===== config.mk =====
export PLATFORM = sky130hd
export DESIGN_NAME = tsp_delta_adjust
export DESIGN_NICKNAME = d
export VERILOG_FILES = /design/src/rtl/tsp_pkg.sv /design/src/rtl/tsp_res_counter.sv /design/src/rtl/tsp_delta_calc.sv /design/src/rtl/tsp_crc16_serial.sv /design/src/rtl/tsp_delta_adjust.sv
export SDC_FILE = /design/constraint.sdc
export NUM_CORES = 1
export LEC_CHECK = 0
export BUFFER_PORTS_ARGS = -buffer_cell sky130_fd_sc_hd__buf_4
export CORE_MARGIN = 10
export CORE_UTILIZATION = 40
export DETAILED_ROUTE_END_ITERATION = 8
export PLACE_DENSITY_LB_ADDON = 0.1
export SYNTH_ARGS = -nofsm -noshare
export SYNTH_HDL_FRONTEND = slang
export SYNTH_SLANG_ARGS = --single-unit

===== constraint.sdc =====
create_clock -name clk -period 6.9 [get_ports clk]
set_clock_uncertainty 0.1 [all_clocks]
set_input_delay 1.38 -clock clk [delete_from_list [all_inputs] [get_ports clk]]
set_output_delay 1.38 -clock clk [all_outputs]
set_load 0.1 [all_outputs]

===== src/rtl/tsp_pkg.sv =====
package tsp_pkg;
  localparam int INTERVAL_W = 14;
  localparam int DELTA_W    = 13;
  localparam int CORR_W     = 16;
  localparam int CRC_W      = 16;
  localparam int PAD_W      = 4;
  localparam int HDR_W      = CORR_W + PAD_W + 1 + DELTA_W + INTERVAL_W;

  localparam logic [CRC_W-1:0] CRC_POLY = 16'h100B;
  localparam logic [CRC_W-1:0] CRC_INIT = 16'hFFFF;

  typedef enum logic [1:0] {ST_IDLE, ST_WAIT, ST_CRC, ST_OUT} state_e;

  function automatic logic [CRC_W-1:0] crc_step(input logic [CRC_W-1:0] c, input logic b);
    logic fb;
    fb = c[CRC_W-1] ^ b;
    return {c[CRC_W-2:0], 1'b0} ^ (fb ? CRC_POLY : '0);
  endfunction
endpackage


===== src/rtl/tsp_res_counter.sv =====
module tsp_res_counter #(
  parameter int W = 16
) (
  input  logic         clk,
  input  logic         rst_n,
  input  logic         clr,
  input  logic         en,
  output logic [W-1:0] count
);
  localparam logic [W-1:0] CMAX = '1;

  always_ff @(posedge clk) begin
    if (!rst_n)               count <= '0;
    else if (clr)             count <= '0;
    else if (en && count != CMAX) count <= count + 1'b1;
  end


  sat_hold_chk: assert property (@(posedge clk) disable iff (!rst_n)
    (en && !clr && count == CMAX) |=> count == CMAX);


  clr_zero_chk: assert property (@(posedge clk) disable iff (!rst_n)
    clr |=> count == '0);
endmodule


===== src/rtl/tsp_delta_calc.sv =====
module tsp_delta_calc
  import tsp_pkg::*;
#(
  parameter int RES_W     = 16,
  parameter int LINK_W    = 16,
  parameter int DELTA_MAX = 7500
) (
  input  logic [LINK_W-1:0]  link_delay,
  input  logic [LINK_W-1:0]  hub_delay,
  input  logic [RES_W-1:0]   residence,
  input  logic [DELTA_W-1:0] rx_delta,
  input  logic [CORR_W-1:0]  rx_corr,
  output logic [DELTA_W-1:0] tx_delta,
  output logic [CORR_W-1:0]  tx_corr
);
  localparam int BASE_W = (RES_W > LINK_W) ? RES_W : LINK_W;
  localparam int WIDE_W = (BASE_W > CORR_W) ? BASE_W : CORR_W;
  localparam int CAND_W = WIDE_W + 4;
  localparam logic signed [CAND_W-1:0] LIMIT    = CAND_W'(DELTA_MAX);
  localparam logic signed [CAND_W-1:0] CORR_TOP = CAND_W'((1 << CORR_W) - 1);

  logic signed [CAND_W-1:0] cand;
  logic signed [CAND_W-1:0] mag;

  always_comb begin
    cand = CAND_W'(link_delay) + CAND_W'(rx_delta) + CAND_W'(residence)
         - CAND_W'(hub_delay) - CAND_W'(rx_corr);
    mag  = -cand;
    if (cand < 0) begin
      tx_delta = '0;
      tx_corr  = (mag > CORR_TOP) ? '1 : mag[CORR_W-1:0];
    end else if (cand >= LIMIT) begin
      tx_delta = DELTA_W'(DELTA_MAX);
      tx_corr  = '0;
    end else begin
      tx_delta = cand[DELTA_W-1:0];
      tx_corr  = '0;
    end
  end

  always_comb begin

    delta_range_chk: assert (tx_delta <= DELTA_W'(DELTA_MAX));

    corr_excl_chk: assert (tx_corr == '0 || tx_delta == '0);
  end
endmodule


===== src/rtl/tsp_crc16_serial.sv =====
module tsp_crc16_serial
  import tsp_pkg::*;
#(
  parameter int DATA_W = 48
) (
  input  logic              clk,
  input  logic              rst_n,
  input  logic              start,
  input  logic [DATA_W-1:0] data,
  output logic              done,
  output logic [CRC_W-1:0]  crc
);
  localparam int CNT_W = $clog2(DATA_W + 1);

  logic [DATA_W-1:0] shreg;
  logic [CRC_W-1:0]  acc;
  logic [CNT_W-1:0]  cnt;
  logic              busy;

  always_ff @(posedge clk) begin
    if (!rst_n) begin
      shreg <= '0;
      acc   <= CRC_INIT;
      cnt   <= '0;
      busy  <= 1'b0;
      done  <= 1'b0;
    end else if (start) begin
      shreg <= data;
      acc   <= CRC_INIT;
      cnt   <= '0;
      busy  <= 1'b1;
      done  <= 1'b0;
    end else if (busy) begin
      acc   <= crc_step(acc, shreg[DATA_W-1]);
      shreg <= {shreg[DATA_W-2:0], 1'b0};
      cnt   <= cnt + 1'b1;
      if (cnt == CNT_W'(DATA_W - 1)) begin
        busy <= 1'b0;
        done <= 1'b1;
      end
    end else begin
      done <= 1'b0;
    end
  end

  assign crc = ~acc;


  done_pulse_chk: assert property (@(posedge clk) disable iff (!rst_n)
    done |=> !done);
endmodule


===== src/rtl/tsp_delta_adjust.sv =====
module tsp_delta_adjust
  import tsp_pkg::*;
#(
  parameter int RES_W     = 16,
  parameter int LINK_W    = 16,
  parameter int DELTA_MAX = 7500
) (
  input  logic                  clk,
  input  logic                  rst_n,
  input  logic                  time_tick,
  input  logic                  in_valid,
  output logic                  in_ready,
  input  logic [INTERVAL_W-1:0] in_interval,
  input  logic [DELTA_W-1:0]    in_delta,
  input  logic [CORR_W-1:0]     in_corr,
  input  logic                  in_delayed,
  input  logic [CRC_W-1:0]      in_crc,
  input  logic [LINK_W-1:0]     link_delay,
  input  logic [LINK_W-1:0]     hub_delay,
  input  logic                  tx_start,
  output logic                  out_valid,
  input  logic                  out_ready,
  output logic [INTERVAL_W-1:0] out_interval,
  output logic [DELTA_W-1:0]    out_delta,
  output logic [CORR_W-1:0]     out_corr,
  output logic                  out_delayed,
  output logic [CRC_W-1:0]      out_crc
);
  state_e state;
  logic   accept, fire;
  logic [RES_W-1:0]   residence;
  logic [DELTA_W-1:0] new_delta;
  logic [CORR_W-1:0]  new_corr;
  logic               crc_done;
  logic [CRC_W-1:0]   crc_val;
  logic [HDR_W-1:0]   crc_data;

  assign in_ready  = (state == ST_IDLE);
  assign out_valid = (state == ST_OUT);
  assign accept    = in_valid && in_ready;
  assign fire      = (state == ST_WAIT) && tx_start;
  assign crc_data  = {new_corr, {PAD_W{1'b0}}, out_delayed, new_delta, out_interval};

  tsp_res_counter #(.W(RES_W)) res_i (
    .clk(clk), .rst_n(rst_n), .clr(accept),
    .en(time_tick && state == ST_WAIT), .count(residence)
  );

  tsp_delta_calc #(.RES_W(RES_W), .LINK_W(LINK_W), .DELTA_MAX(DELTA_MAX)) calc_i (
    .link_delay(link_delay), .hub_delay(hub_delay), .residence(residence),
    .rx_delta(out_delta), .rx_corr(out_corr),
    .tx_delta(new_delta), .tx_corr(new_corr)
  );

  tsp_crc16_serial #(.DATA_W(HDR_W)) crc_i (
    .clk(clk), .rst_n(rst_n), .start(fire), .data(crc_data),
    .done(crc_done), .crc(crc_val)
  );

  always_ff @(posedge clk) begin
    if (!rst_n) begin
      state        <= ST_IDLE;
      out_interval <= '0;
      out_delta    <= '0;
      out_corr     <= '0;
      out_delayed  <= 1'b0;
      out_crc      <= '0;
    end else begin
      case (state)
        ST_IDLE: if (accept) begin
          out_interval <= in_interval;
          out_delta    <= in_delta;
          out_corr     <= in_corr;
          out_delayed  <= in_delayed;
          out_crc      <= in_crc;
          state        <= in_delayed ? ST_OUT : ST_WAIT;
        end
        ST_WAIT: if (tx_start) begin
          out_delta <= new_delta;
          out_corr  <= new_corr;
          state     <= ST_CRC;
        end
        ST_CRC: if (crc_done) begin
          out_crc <= crc_val;
          state   <= ST_OUT;
        end
        ST_OUT: if (out_ready) state <= ST_IDLE;
        default: state <= ST_IDLE;
      endcase
    end
  end


  hold_out_chk: assert property (@(posedge clk) disable iff (!rst_n)
    (out_valid && !out_ready) |=> (out_valid && $stable(out_delta) && $stable(out_corr)
                                   && $stable(out_crc) && $stable(out_interval)));


  busy_block_chk: assert property (@(posedge clk) disable iff (!rst_n)
    out_valid |-> !in_ready);


  interval_keep_chk: assert property (@(posedge clk) disable iff (!rst_n)
    (state == ST_WAIT || state == ST_CRC) |=> $stable(out_interval));
endmodule


==> report_table.html, run 1 <==
<table>
<tr><th>Metric</th><th>Value</th></tr>
<tr><th colspan="2">GRT</th></tr>
<tr><td>Met2 demand-to-capacity share in global routing</td><td>0.2877</td></tr>
<tr><td>Overflow left after global routing</td><td>0</td></tr>
<tr><td>Via count of the first global-routing pass</td><td>8749</td></tr>
<tr><td>Global-route total usage across every layer</td><td>0.1903</td></tr>
<tr><td>Wire length of the first global-routing pass</td><td>47310 µm</td></tr>
<tr><td>Initial antenna violation count</td><td>0</td></tr>
<tr><td>Global routing usage on met3</td><td>0.04548</td></tr>
<tr><td>Maximum number of pins on one net before global-route repair</td><td>70</td></tr>
<tr><td>Most heavily used metal layer in global routing</td><td>met2</td></tr>
<tr><td>Global routing met1 resource utilization</td><td>0.2660</td></tr>
<tr><th colspan="2">Clock network</th></tr>
<tr><td>Clock tree from TritonCTS</td><td>done</td></tr>
<tr><td>Number of buffers on the longest clock path</td><td>2</td></tr>
<tr><td>TritonCTS buffer count</td><td>17</td></tr>
<tr><td>H-Tree Depth</td><td>4</td></tr>
<tr><td>Clock Root Buffer</td><td>sky130_fd_sc_hd__clkbuf_16</td></tr>
<tr><td>Source-to-sink clock delay at the later pin of the worst-skew pair</td><td>430 ps</td></tr>
<tr><td>Clock input transition at the sequential cells of the worst setup and hold paths</td><td>70 ps</td></tr>
<tr><td>CTS Hold Buffers Added</td><td>0</td></tr>
<tr><td>CTS sink cnt</td><td>150</td></tr>
<tr><th colspan="2">Critical path</th></tr>
<tr><td>Critical-path cell with the highest stage delay</td><td>sky130_fd_sc_hd__fa_1</td></tr>
<tr><td>Cell type with the highest occurrence count on the critical path</td><td>sky130_fd_sc_hd__buf_4</td></tr>
<tr><td>Critical path origin</td><td>link_delay[0]</td></tr>
<tr><td>Reg2reg path depth</td><td>31</td></tr>
<tr><td>Reg-to-reg slack, setup</td><td>640 ps</td></tr>
<tr><td>Critical R2R Launch</td><td>out_delta[0]</td></tr>
<tr><td>Max stage delay on crit path</td><td>550 ps</td></tr>
<tr><td>Critical path start-end classification</td><td>in2reg</td></tr>
<tr><td>CP required</td><td>7160 ps</td></tr>
<tr><td>Signal arrival time at the worst endpoint</td><td>7070 ps</td></tr>
<tr><td>Startpoint types</td><td>input pin</td></tr>
<tr><td>Critical path peak fanout</td><td>8</td></tr>
<tr><td>Capture point of the worst reg-to-reg path</td><td>out_corr[10]</td></tr>
<tr><td>CP Capture Type</td><td>register</td></tr>
<tr><th colspan="2">Synth</th></tr>
<tr><td>Synth cell types</td><td>85</td></tr>
<tr><td>Portion of netlist area occupied by mux cells</td><td>0.07242</td></tr>
<tr><td>Post-synth ARST share</td><td>0</td></tr>
<tr><td>#FFs+latches synth</td><td>150</td></tr>
<tr><td>Yosys warns</td><td>0</td></tr>
<tr><td>Combinational family with the most area after synthesis</td><td>compound AO/OA/AOI/OAI gates</td></tr>
<tr><td>Synthesized netlist cell count</td><td>1096</td></tr>
<tr><td>Prevailing post-synth register cell</td><td>sky130_fd_sc_hd__dfxtp_1</td></tr>
<tr><td>Count of flip-flops with a built-in enable after synthesis</td><td>0</td></tr>
<tr><td>Post-Syn Area</td><td>9589 µm²</td></tr>
<tr><td>Compound-Gate Fraction of Synth Area</td><td>0.2132</td></tr>
<tr><td>Adder-cell share of the synthesized area</td><td>0.1219</td></tr>
<tr><td>Mapped Nets</td><td>1267</td></tr>
<tr><td>Average cell area after synthesis</td><td>8.749 µm²</td></tr>
<tr><td>Post-Synth XOR/XNOR Area</td><td>0.05023</td></tr>
<tr><td>Sequential element share of the synthesized area</td><td>0.3132</td></tr>
<tr><td>Synth Area in Simple Gates</td><td>0.1694</td></tr>
<tr><th colspan="2">Hold path</th></tr>
<tr><td>Hold EP</td><td>out_interval[13]</td></tr>
<tr><td>Worst Hold Depth</td><td>2</td></tr>
<tr><td>Hold Crit Start</td><td>out_interval[13]</td></tr>
<tr><td>Path type of the worst min-delay path</td><td>reg2reg</td></tr>
<tr><th colspan="2">Detailed routing</th></tr>
<tr><td>Detailed-route wire length</td><td>30150 µm</td></tr>
<tr><td>Number of nets with antenna violations after routing</td><td>0</td></tr>
<tr><td>Detailed-router iteration count before antenna repair</td><td>5</td></tr>
<tr><td>Remaining routing DRC violations</td><td>0</td></tr>
<tr><td>Iteration-0 DRC Markers</td><td>462</td></tr>
<tr><td>Via count</td><td>8881</td></tr>
<tr><td>Routed wire per std cell</td><td>17.99 µm</td></tr>
<tr><td>Via-to-Cell Ratio</td><td>5.299</td></tr>
<tr><th colspan="2">Finish</th></tr>
<tr><td>Number of nets in the final layout</td><td>1515</td></tr>
<tr><td>Antenna diodes</td><td>0</td></tr>
<tr><td>Synth-to-layout area growth</td><td>35.46%</td></tr>
<tr><td>Filler Cells Inserted</td><td>2213</td></tr>
<tr><td>Fraction of final layout cells sized beyond drive strength 1</td><td>0.3073</td></tr>
<tr><td>Final Instance Count excl. Fillers</td><td>1676</td></tr>
<tr><th colspan="2">Floorplan</th></tr>
<tr><td>Count of boundary I/O pins</td><td>160</td></tr>
<tr><td>Height of the die</td><td>174.8 µm</td></tr>
<tr><td>Effective utilization at floorplan</td><td>0.4073</td></tr>
<tr><td>Area enclosed by the die boundary</td><td>30570 µm²</td></tr>
<tr><td>Chip width</td><td>174.8 µm</td></tr>
<tr><td>Core area</td><td>23540 µm²</td></tr>
<tr><td>Number of core rows</td><td>56</td></tr>
<tr><th colspan="2">Placement</th></tr>
<tr><td>DP HPWL</td><td>22450 µm</td></tr>
<tr><td>Port-buffer cells</td><td>159</td></tr>
<tr><td>Worst Setup Slack post-DPL</td><td>-681.4 ps</td></tr>
<tr><td>Routability cong.</td><td>0.9013</td></tr>
<tr><td>DP Cell Count</td><td>1633</td></tr>
<tr><th colspan="2">Run status</th></tr>
<tr><td>Outcome</td><td>finished, final reports clean</td></tr>
<tr><th colspan="2">STA</th></tr>
<tr><td>Fin. max-slew vios</td><td>0</td></tr>
<tr><td>Slew @ Worst Pin</td><td>1186 ps</td></tr>
<tr><td>Top achievable clock speed</td><td>0.1469 GHz</td></tr>
<tr><td>Part of the cycle the worst path needs</td><td>0.9867</td></tr>
<tr><td>Final-report setup violation count</td><td>0</td></tr>
<tr><td>Final Hold Violating Endpoints</td><td>0</td></tr>
<tr><td>Final worst path period need</td><td>6809 ps</td></tr>
<tr><td>Setup slack after layout</td><td>91.49 ps</td></tr>
<tr><td>Slew margin rel.</td><td>0.2084</td></tr>
<tr><td>Unrepaired setup endpoints after global routing</td><td>yes</td></tr>
<tr><th colspan="2">Flow run</th></tr>
<tr><td>Max capacitance violation total</td><td>0</td></tr>
</table>
repair_timing:
| action | CTS | global route |
|---|---|---|
| buffers inserted | 3 | 7 |
| gates resized for setup | 18 | 58 |
| endpoints found under the setup margin | 50 | 51 |
| gates cloned | 1 | 1 |
| hold endpoints to repair | 0 | 0 |
| pin swaps | 8 | 42 |
Yosys cell counts (17+ instances only):
| cell type | instances | share of area |
|---|---|---|
| sky130_fd_sc_hd__dfxtp_1 | 150 | 0.31 |
| sky130_fd_sc_hd__nor2_1 | 95 | 0.037 |
| sky130_fd_sc_hd__nand2_1 | 88 | 0.034 |
| sky130_fd_sc_hd__inv_1 | 84 | 0.033 |
| sky130_fd_sc_hd__mux2i_1 | 66 | 0.069 |
| sky130_fd_sc_hd__a21oi_1 | 65 | 0.034 |
| sky130_fd_sc_hd__clkbuf_1 | 42 | 0.016 |
| sky130_fd_sc_hd__ha_1 | 39 | 0.051 |
| sky130_fd_sc_hd__a211oi_1 | 37 | 0.029 |
| sky130_fd_sc_hd__o211ai_1 | 37 | 0.029 |
| sky130_fd_sc_hd__fa_1 | 34 | 0.071 |
| sky130_fd_sc_hd__or3_1 | 32 | 0.021 |
| sky130_fd_sc_hd__xnor2_1 | 32 | 0.029 |
| sky130_fd_sc_hd__o21ai_0 | 23 | 0.012 |
| sky130_fd_sc_hd__xor2_1 | 23 | 0.021 |
| sky130_fd_sc_hd__nand3_1 | 20 | 0.010 |
| sky130_fd_sc_hd__o22ai_1 | 17 | 0.011 |
layer usage:
metal / up-vias / share of wire
met5: - / 0
met2: 225 / 0.43
met1: 4208 / 0.50
met3: 30 / 0.058
li1: 4418 / -
met4: 0 / 0.015
layout by cell type, fill, tap and decap left out, types with 9 or more instances in the layout:
cell type	netlist	final
sky130_fd_sc_hd__a211oi_1	37	35
sky130_fd_sc_hd__a21o_1	9	9
sky130_fd_sc_hd__a21oi_1	65	54
sky130_fd_sc_hd__a21oi_2	11	19
sky130_fd_sc_hd__and2_1	9	9
sky130_fd_sc_hd__and3_1	15	15
sky130_fd_sc_hd__buf_4	1	281
sky130_fd_sc_hd__clkbuf_16	0	17
sky130_fd_sc_hd__dfxtp_1	150	149
sky130_fd_sc_hd__fa_1	34	33
sky130_fd_sc_hd__ha_1	39	31
sky130_fd_sc_hd__inv_1	84	83
sky130_fd_sc_hd__mux2i_1	66	66
sky130_fd_sc_hd__nand2_1	88	86
sky130_fd_sc_hd__nand3_1	20	18
sky130_fd_sc_hd__nor2_1	95	90
sky130_fd_sc_hd__nor3_1	12	12
sky130_fd_sc_hd__o211ai_1	37	37
sky130_fd_sc_hd__o21ai_0	23	18
sky130_fd_sc_hd__o221ai_1	15	15
sky130_fd_sc_hd__o22ai_1	17	15
sky130_fd_sc_hd__or3_1	32	32
sky130_fd_sc_hd__xnor2_1	32	32
sky130_fd_sc_hd__xor2_1	23	20
worst max-delay path by stage:
stage | endpoint | slack (ps) | cells past startpoint
finish | out_corr[10] | 90 | 32
global route | out_corr[10] | -130 | 32
CTS | out_corr[14] | 20 | 29
detailed placement | out_corr[2] | -680 | 28
global placement | out_corr[2] | -640 | 28
floorplan | out_corr[10] | 40 | 26
final cells by class:
type	instances	area [µm²]	share of cell area
inverters	85	321.6	0.02475
clock buffers	18	429.2	0.03304
clock inverters	14	178.9	0.01377
flip-flops and latches	150	3007	0.2315
multi-input cells	803	6431	0.4951
well taps	319	399.1	0.03073
repair buffers	287	2223	0.1712
worst max-delay path, delay by kind of cell:
family	cells	cell delay, ps
adder cells (fa/ha/maj)	5	1850
buffers and inverters	9	1180
AND/OR/NAND/NOR	6	990
AO/OA/AOI/OAI	10	1330
XOR/XNOR	2	320
logic make-up (layout without fill, tap and decap cells):
family	after synthesis	in the layout
mux	69	69
xor+xnor	55	55
buf+inv	144	404
fa+ha+maj	73	73
simple gates	327	327
flops	150	150
compound gates	278	279
per-stage QoR:
stage          hold slack, ps  utilization  setup TNS, ps  instance area, µm²
4_1_cts                 377.5       0.5365              0               12630
5_1_grt                 402.9       0.5518          -1802               12990
2_1_floorplan           346.0            -              0                9607
6_report                374.3       0.5518              0               12990
3_3_place_gp            356.2       0.5045         -27060               11880
3_5_place_dp            359.1       0.5045         -30610               11880
state kept, by name, summed over array words and instances (netlist names):
name	flops
out_corr	16
crc_i.busy	1
out_interval	14
crc_i.shreg	48
out_delta	13
res_i.count	16
out_delayed	1
crc_i.cnt	6
state	2
out_crc	16
crc_i.done	1
crc_i.acc	16
Power of run 1 is left out: the tool's default activity adds up to more than one toggle a clock period on the data nets, which glitch-free logic cannot reach.
==> run 2: changes to the inputs <==
Settings changed: ABC_AREA set to 0, CORE_UTILIZATION 40 to 35, MAX_ROUTING_LAYER set to met4.
==> run 2 against run 1 <==
Compared with the run above: the run now ends with setup timing left; critical path depth stayed put; highest routed layer unchanged; utilization shrank 5.1 points; worst hold slack got worse by 3.8 ps; sequential cell count did not move.
==> report_table.html, run 2 (synthesized netlist as in run 1, its figures left out) <==
<table>
<tr><th>Metric</th><th>Value</th></tr>
<tr><th colspan="2">Critical path</th></tr>
<tr><td>CP required</td><td>7160 ps (about the same)</td></tr>
<tr><td>Startpoint types</td><td>input pin</td></tr>
<tr><td>Critical-path cell with the highest stage delay</td><td>sky130_fd_sc_hd__fa_1</td></tr>
<tr><td>Critical path origin</td><td>link_delay[0]</td></tr>
<tr><td>Signal arrival time at the worst endpoint</td><td>7160 ps (+90 ps)</td></tr>
<tr><td>Max stage delay on crit path</td><td>570 ps (+20 ps)</td></tr>
<tr><td>Critical path peak fanout</td><td>8 (unchanged)</td></tr>
<tr><td>Critical R2R Launch</td><td>out_delta[0]</td></tr>
<tr><td>Critical path start-end classification</td><td>in2reg</td></tr>
<tr><td>CP Capture Type</td><td>register</td></tr>
<tr><td>Cell type with the highest occurrence count on the critical path</td><td>sky130_fd_sc_hd__buf_4</td></tr>
<tr><th colspan="2">Placement</th></tr>
<tr><td>Placed instance area</td><td>12030 µm² (+1.2%)</td></tr>
<tr><td>DP HPWL</td><td>23650 µm (+5.3%)</td></tr>
<tr><td>Port-buffer cells</td><td>159 (unchanged)</td></tr>
<tr><td>Routability cong.</td><td>0.8685 (-3.6%)</td></tr>
<tr><th colspan="2">Clock network</th></tr>
<tr><td>Clock tree from TritonCTS</td><td>done</td></tr>
<tr><td>Source-to-sink clock delay at the later pin of the worst-skew pair</td><td>430 ps (about the same)</td></tr>
<tr><td>Clock Root Buffer</td><td>sky130_fd_sc_hd__clkbuf_16</td></tr>
<tr><td>Clock input transition at the sequential cells of the worst setup and hold paths</td><td>70 ps (about the same)</td></tr>
<tr><td>H-Tree Depth</td><td>4 (unchanged)</td></tr>
<tr><td>CTS sink cnt</td><td>150 (unchanged)</td></tr>
<tr><td>CTS Hold Buffers Added</td><td>0 (unchanged)</td></tr>
<tr><td>Number of buffers on the longest clock path</td><td>2 (unchanged)</td></tr>
<tr><td>TritonCTS buffer count</td><td>17 (unchanged)</td></tr>
<tr><th colspan="2">STA</th></tr>
<tr><td>Unrepaired setup endpoints after global routing</td><td>yes</td></tr>
<tr><td>Setup slack after layout</td><td>-6.185 ps (-97.67 ps)</td></tr>
<tr><td>Part of the cycle the worst path needs</td><td>1.001 (+0.01416)</td></tr>
<tr><td>WHS</td><td>370.4 ps (-3.837 ps)</td></tr>
<tr><td>Slew @ Worst Pin</td><td>1335 ps (+149.0 ps)</td></tr>
<tr><td>Top achievable clock speed</td><td>0.1448 GHz (-1.4%)</td></tr>
<tr><td>Final worst path period need</td><td>6906 ps (+97.67 ps)</td></tr>
<tr><td>Slew margin rel.</td><td>0.1078 (-0.1006)</td></tr>
<tr><td>Final-report setup violation count</td><td>1 (+1)</td></tr>
<tr><td>Fin. max-slew vios</td><td>0 (unchanged)</td></tr>
<tr><td>Final Hold Violating Endpoints</td><td>0 (unchanged)</td></tr>
<tr><th colspan="2">Detailed routing</th></tr>
<tr><td>Top routing layer in use</td><td>met4</td></tr>
<tr><td>Via-to-Cell Ratio</td><td>5.189 (-2.1%)</td></tr>
<tr><td>Post-Route M1 WL</td><td>15860 µm (+6.2%)</td></tr>
<tr><td>Remaining routing DRC violations</td><td>0 (unchanged)</td></tr>
<tr><td>Iteration-0 DRC Markers</td><td>497 (+7.6%)</td></tr>
<tr><td>Number of nets with antenna violations after routing</td><td>0 (unchanged)</td></tr>
<tr><td>Via count</td><td>8956 (+0.84%)</td></tr>
<tr><td>Detail Route met2 WL</td><td>14060 µm (+8.0%)</td></tr>
<tr><td>Detailed-route wire length</td><td>31590 µm (+4.8%)</td></tr>
<tr><td>Detailed-router iteration count before antenna repair</td><td>5 (unchanged)</td></tr>
<tr><td>WL met3</td><td>1475 µm (-16%)</td></tr>
<tr><td>Routed wire per std cell</td><td>18.30 µm (+1.8%)</td></tr>
<tr><th colspan="2">Finish</th></tr>
<tr><td>Synth-to-layout area growth</td><td>40.61%</td></tr>
<tr><td>Fraction of final layout cells sized beyond drive strength 1</td><td>0.3382 (+0.03085)</td></tr>
<tr><td>Register containing the most flip-flops in the final layout</td><td>crc_i.shreg</td></tr>
<tr><td>Leading cell types in the layout, fill and taps excluded</td><td>sky130_fd_sc_hd__buf_4 (301), sky130_fd_sc_hd__dfxtp_1 (149), sky130_fd_sc_hd__nor2_1 (88)</td></tr>
<tr><td>Final design instance area without fill</td><td>13480 µm² (+3.8%)</td></tr>
<tr><td>Leading cell type in the layout, fill and taps excluded</td><td>sky130_fd_sc_hd__buf_4</td></tr>
<tr><td>Filler Cells Inserted</td><td>2592 (+17%)</td></tr>
<tr><td>Number of nets in the final layout</td><td>1542 (+1.8%)</td></tr>
<tr><td>Max reg flops</td><td>48 (unchanged)</td></tr>
<tr><th colspan="2">Run status</th></tr>
<tr><td>Outcome</td><td>finished, violations left</td></tr>
<tr><td>Violations in the final reports</td><td>setup timing</td></tr>
<tr><th colspan="2">GRT</th></tr>
<tr><td>Initial antenna violation count</td><td>0 (unchanged)</td></tr>
<tr><td>Overflow left after global routing</td><td>0 (unchanged)</td></tr>
<tr><td>Global-route total usage across every layer</td><td>0.1849 (-0.005471)</td></tr>
<tr><td>Wire length of the first global-routing pass</td><td>49070 µm (+3.7%)</td></tr>
<tr><td>Maximum number of pins on one net before global-route repair</td><td>70 (unchanged)</td></tr>
<tr><td>Via count of the first global-routing pass</td><td>8709 (-0.46%)</td></tr>
<tr><th colspan="2">Floorplan</th></tr>
<tr><td>Height of the die</td><td>185.5 µm (+6.1%)</td></tr>
<tr><td>Count of boundary I/O pins</td><td>160 (unchanged)</td></tr>
<tr><td>Area enclosed by the die boundary</td><td>34420 µm² (+13%)</td></tr>
<tr><td>Chip width</td><td>185.5 µm (+6.1%)</td></tr>
<tr><td>Number of core rows</td><td>60 (+7.1%)</td></tr>
<tr><td>Effective utilization at floorplan</td><td>0.3558 (-0.05151)</td></tr>
<tr><td>Core area</td><td>26950 µm² (+14%)</td></tr>
<tr><th colspan="2">Hold path</th></tr>
<tr><td>Path type of the worst min-delay path</td><td>reg2reg</td></tr>
<tr><td>Hold Crit Start</td><td>crc_i.acc[14]</td></tr>
<tr><th colspan="2">Flow run</th></tr>
<tr><td>Max capacitance violation total</td><td>0 (unchanged)</td></tr>
</table>
-- run 2: worst paths after layout --
kind	slack, ps	to	cells past startpoint
hold / removal	370	crc_i.acc[15]	2
setup reg to reg	580	out_corr[11]	31
hold reg to reg	370	crc_i.acc[15]	2
setup / recovery	-6	out_corr[11]	32
-- run 2: per-layer routing --
layer,vias to the layer above,global-route usage
met5,-,-
li1,4478,-
met4,0,0.03739
met2,214,0.2756
met1,4256,0.2604
met3,8,0.02652
-- run 2: metrics by stage --
step | setup WS (ps) | setup TNS, ps | std cells | util
3_3_place_gp | -740.8 | -36230 | 1671 | 0.4462
3_5_place_dp | -840.9 | -41180 | 1671 | 0.4462
4_1_cts | 11.91 | 0 | 1714 | 0.4803
5_1_grt | -265.9 | -6127 | 1725 | 0.5002
2_1_floorplan | 37.11 | 0 | 1096 | -
6_report | -6.185 | -6.185 | 1726 | 0.5003
-- run 2: timing repair --
| action | in CTS | in global routing |
|---|---|---|
| endpoints found under the setup margin | 52 | 52 |
| resized for setup | 33 | 81 |
| pin swaps | 21 | 49 |
| setup buffers | 9 | 12 |
| gates cloned | 2 | 1 |
-- run 2: cell type report --
cell class	count	area, µm²	area share
diodes	1	2.502	0.0001856
clock buffers	19	464.2	0.03443
clock inverters	13	176.4	0.01308
inverters	85	319.1	0.02366
multi-input cells	803	6613	0.4904
flip-flops and latches	150	3007	0.2230
well taps	341	426.7	0.03164
repair buffers	314	2475	0.1836
-- run 2: worst max-delay path, delay by kind of cell --
kind	cells	cell delay, ps
AO/OA/AOI/OAI	11	1640
XOR/XNOR	1	190
adder cells (fa/ha/maj)	5	1870
buffers and inverters	9	1130
AND/OR/NAND/NOR	6	920
Power of run 2 is left out for the same reason.
